**src/rtl/split_mac.sv**
```systemverilog
module split_mac #(
  parameter int INT_BITS = 16,
  parameter int ACC_W    = 48,
  parameter int CNT_W    = 16
) (
  input  logic        clk,
  input  logic        rst_n,
  input  logic        in_valid,
  output logic        in_ready,
  input  logic        in_start,
  input  logic        in_last,
  input  logic [31:0] a_in,
  input  logic [31:0] b_in,
  output logic        out_valid,
  output logic [79:0] full_sum,
  output logic [31:0] fix_out,
  output logic        fix_ovf
);
  localparam int HW    = 16;
  localparam int RES_W = 80;
  localparam int LSB   = 32 - INT_BITS;
  localparam int TOP   = LSB + 32;

  logic          ready_q;
  logic          accept;
  logic [HW-1:0] a_lo, a_hi, b_lo, b_hi;
  logic [31:0]   p_ll, p_hl, p_lh, p_hh, m_da, m_db;
  logic          a_neg, b_neg;

  logic [ACC_W-1:0] acc_ll, acc_hl, acc_lh, acc_hh, acc_da, acc_db;
  logic [CNT_W-1:0] cnt_s;

  assign in_ready = ready_q;
  assign accept   = in_valid & ready_q;

  assign a_lo  = a_in[HW-1:0];
  assign a_hi  = a_in[31:HW];
  assign b_lo  = b_in[HW-1:0];
  assign b_hi  = b_in[31:HW];
  assign a_neg = a_in[31];
  assign b_neg = b_in[31];

  assign p_ll = {16'b0, a_lo} * {16'b0, b_lo};
  assign p_hl = {16'b0, a_hi} * {16'b0, b_lo};
  assign p_lh = {16'b0, a_lo} * {16'b0, b_hi};
  assign p_hh = {16'b0, a_hi} * {16'b0, b_hi};
  assign m_da = a_neg ? b_in : 32'b0;
  assign m_db = b_neg ? a_in : 32'b0;

  function automatic logic [ACC_W-1:0] step(input logic [ACC_W-1:0] acc,
                                            input logic [31:0] term,
                                            input logic fresh);
    return (fresh ? '0 : acc) + ACC_W'(term);
  endfunction

  always_ff @(posedge clk) begin
    if (!rst_n) begin
      ready_q   <= 1'b0;
      out_valid <= 1'b0;
      acc_ll    <= '0;
      acc_hl    <= '0;
      acc_lh    <= '0;
      acc_hh    <= '0;
      acc_da    <= '0;
      acc_db    <= '0;
      cnt_s     <= '0;
    end else begin
      ready_q   <= 1'b1;
      out_valid <= accept & in_last;
      if (accept) begin
        acc_ll <= step(acc_ll, p_ll, in_start);
        acc_hl <= step(acc_hl, p_hl, in_start);
        acc_lh <= step(acc_lh, p_lh, in_start);
        acc_hh <= step(acc_hh, p_hh, in_start);
        acc_da <= step(acc_da, m_da, in_start);
        acc_db <= step(acc_db, m_db, in_start);
        cnt_s  <= (in_start ? '0 : cnt_s) + CNT_W'(a_neg & b_neg);
      end
    end
  end

  logic [RES_W-1:0] w_ll, w_mid, w_hh, w_corr, w_s;

  assign w_ll   = RES_W'(acc_ll);
  assign w_mid  = (RES_W'(acc_hl) + RES_W'(acc_lh)) << HW;
  assign w_hh   = RES_W'(acc_hh) << (2 * HW);
  assign w_corr = (RES_W'(acc_da) + RES_W'(acc_db)) << (2 * HW);
  assign w_s    = RES_W'(cnt_s) << (4 * HW);

  assign full_sum = w_ll + w_mid + w_hh - w_corr + w_s;
  assign fix_out  = full_sum[LSB +: 32];
  assign fix_ovf  = !((&full_sum[RES_W-1:TOP-1]) | ~(|full_sum[RES_W-1:TOP-1]));
endmodule

```
**config.mk**
```make
export PLATFORM = sky130hd
export DESIGN_NAME = split_mac
export DESIGN_NICKNAME = d
export VERILOG_FILES = /design/src/rtl/split_mac.sv
export SDC_FILE = /design/constraint.sdc
export NUM_CORES = 2
export LEC_CHECK = 0
export ABC_AREA = 1
export CAP_MARGIN = 20
export CORE_MARGIN = 4
export CORE_UTILIZATION = 55
export DETAILED_ROUTE_END_ITERATION = 8
export DONT_BUFFER_PORTS = 1
export HOLD_SLACK_MARGIN = 0.03
export PLACE_DENSITY_LB_ADDON = 0.3
export REMOVE_ABC_BUFFERS = 1
export SLEW_MARGIN = 20
export SYNTH_ARGS = -nofsm -noshare
export SYNTH_HDL_FRONTEND = slang
export SYNTH_SLANG_ARGS = --single-unit
```
**constraint.sdc**
```tcl
create_clock -name clk -period 8.3 [get_ports clk]
set_clock_uncertainty 0.15 [all_clocks]
set_input_delay 1.245 -clock clk [delete_from_list [all_inputs] [get_ports clk]]
set_output_delay 1.245 -clock clk [all_outputs]
set_load 0.01 [all_outputs]
```
==> reports/results.txt <==
Outcome - completed
Critical path capture point type - primary output
Post-Syn Instances - 10800
CP Class - reg2out
Metal-1 WL - 104 mm
EDFF count, synth - 0
Layout cells sized above 1 - 0.0251
CTS tree - done
Routed via count - 69200
Die area - 138000 um2
Synthesized flop and latch total - 306
R2R Setup Slk - 2.49 ns
Area grow syn2layout - 3.69%
Most frequent cells in the layout - inv_1, nand2_1, fa_1
Residual DRC - 0
Initial antenna violation count - 8
I/O Pins - 184
Clock latency on the worst-skew pair - 0.65 ns
Max_slew headroom - 0.386
Row cnt - 133
DP Wirelength - 218 mm
CP top delay family - simple AND/OR/NAND/NOR gates
DR WL/cell - 22.0 um
Finished Layout Cells - 12300
Root buffer cell - clkbuf_16
Fmax - 0.124 GHz
Min Clock Period, post-route - 8.07 ns
Synthesized area - 72900 um2
Critical R2R Capture - acc_hl[46]
Final Hold Vio Count - 0
Most frequent CP cell - nand2_1
Endpoints failing setup - 0
Async set-reset flop share out of synthesis - 0
Yosys top cell area share - 0.267
Die height - 372 um
Max Cap Viol - 0
Slowest-stage cell, CP - fa_1
Yosys cell types - 67
Top post-synthesis cells by area - fa_1, inv_1, ha_1, nand2_1, dfxtp_1
Vias in the first global route - 70500
Yosys warns - 0
Most common cell after layout, fill and taps aside - inv_1
Uppermost layer routed - met5
Final Cycle Share - 0.972
Measured slew at the worst slew-check pin - 0.914 ns
Placed cells - 12200
CTS max path bufs - 3
Post-Syn Area per Cell - 6.77 um2
Drt via density - 5.64
HP Class - reg2reg
Initial core utilization - 0.554
Hold Buf Count CTS - 0
HP Start - cnt_s[3]
Global Route Usage Sum - 0.391
First-pass GRT wire length - 412 mm
DR WL met2 - 126 mm
Setup WS pre-CTS - 0.480 ns
Final #Nets - 12300
Worst EP required - 6.90 ns
Synth area leader - fa_1
Pin count of the biggest net entering global routing - 155
Chip width - 372 um
Initial DRC Count - 6316
Crit path buf inv count - 4
Buffers on Ports - 0
CTS Buf Count - 44
TritonRoute pass-1 iters - 6
Sequential area share after synthesis - 0.0841
Gr ovfl total - 0
Post-DRT Antenna Nets - 0
Post-CTS Setup Bufs - 0
Hold path endpoint - cnt_s[3]
Core area - 132000 um2
Crit path DAT - 6.67 ns
GPL Wtd Cong - 1.07
Wire length on met3 - 23.4 mm
Slew Limit Fails - 0
Hold Path Cell Cnt - 2
Top FF cell, synth - dfxtp_1
# H-tree levels - 2
Num Clock Sinks - 306
Crit path launch type - register
Clock transition at path regs - 0.06 ns
R2R depth - 20
Crit path max fanout - 5
Critical path's largest stage delay - 0.46 ns
Final Worst Setup Slack - 0.233 ns
RR Startpoint - acc_hl[8]
Final wirelength - 271 mm
==> tightest hold or removal path: stages, from the launching register on <==
cell and delay, ns:
dfxtp_1 0.31, nand2_1 0.06, a21oi_1 0.06
==> state kept, by name, summed over array words and instances, names as in the netlist <==
name       flops
acc_da        48
acc_db        48
acc_hh        48
acc_hl        48
acc_lh        48
acc_ll        48
cnt_s         16
in_ready       1
out_valid      1
==> through the flow <==
stage,TNS (ns),instance area (um2),util,hold WS (ns)
floorplan,-472.64,71400,-,0.293
global placement,0,73800,0.561,0.303
detailed placement,0,73800,0.561,0.313
CTS,0,75400,0.572,0.322
global route,-0.00933,75600,0.574,0.347
finish,0,75600,0.574,0.323
==> layout make-up <==
class	count	area, um2
Fill cell	12900	56100
Multi-Input combinational cell	7286	54900
Inverter	2816	10600
Sequential cell	306	6130
Tap cell	1755	2200
Clock buffer	56	1170
Clock inverter	26	353
Timing Repair Buffer	24	193
Antenna cell	4	10.0
==> cell families after synthesis <==
kind of cell / count (synthesis) / synth area share
compound gates: 1469 / 0.112
fa+ha+maj: 1723 / 0.396
simple gates: 3818 / 0.210
buf+inv: 3170 / 0.165
flops: 306 / 0.0841
xor+xnor: 276 / 0.0333
==> synth_stat cells (35+ instances only) <==
| master | number |
|---|---|
| o21ai_0 | 429 |
| nand4_1 | 67 |
| nand3_1 | 205 |
| dfxtp_1 | 306 |
| ha_1 | 751 |
| nand2_1 | 2470 |
| clkbuf_1 | 285 |
| buf_4 | 35 |
| a31oi_1 | 55 |
| fa_1 | 972 |
| nor2_1 | 870 |
| xnor2_1 | 106 |
| xor2_1 | 169 |
| a21oi_1 | 716 |
| nor3_1 | 80 |
| inv_1 | 2808 |
==> worst max path at each step <==
stage	from	end	slack [ns]	cells past startpoint
2_1_floorplan	in_valid	acc_lh[43]	-3.28	8
3_3_place_gp	acc_hl[0]	fix_ovf	0.27	36
3_5_place_dp	acc_hl[0]	fix_ovf	0.48	36
4_1_cts	acc_hl[0]	fix_ovf	0.006	31
5_1_grt	acc_da[0]	fix_ovf	-0.009	34
6_report	acc_da[0]	fix_ovf	0.23	35
==> layer usage <==
metal / up-vias / GRT usage
li1: 31700 / -
met1: 33300 / 0.479
met2: 3246 / 0.657
met3: 914 / 0.0723
met4: 10 / 0.205
met5: - / 0
==> what timing repair did <==
| action | CTS | global route |
|---|---|---|
| setup endpoints to repair | 1 | 1 |
| gates resized for setup | 4 | 57 |
| cloned | 0 | 0 |
Power is left out: the tool's default activity adds up to more than one toggle a clock period on the data nets, which glitch-free logic cannot reach.
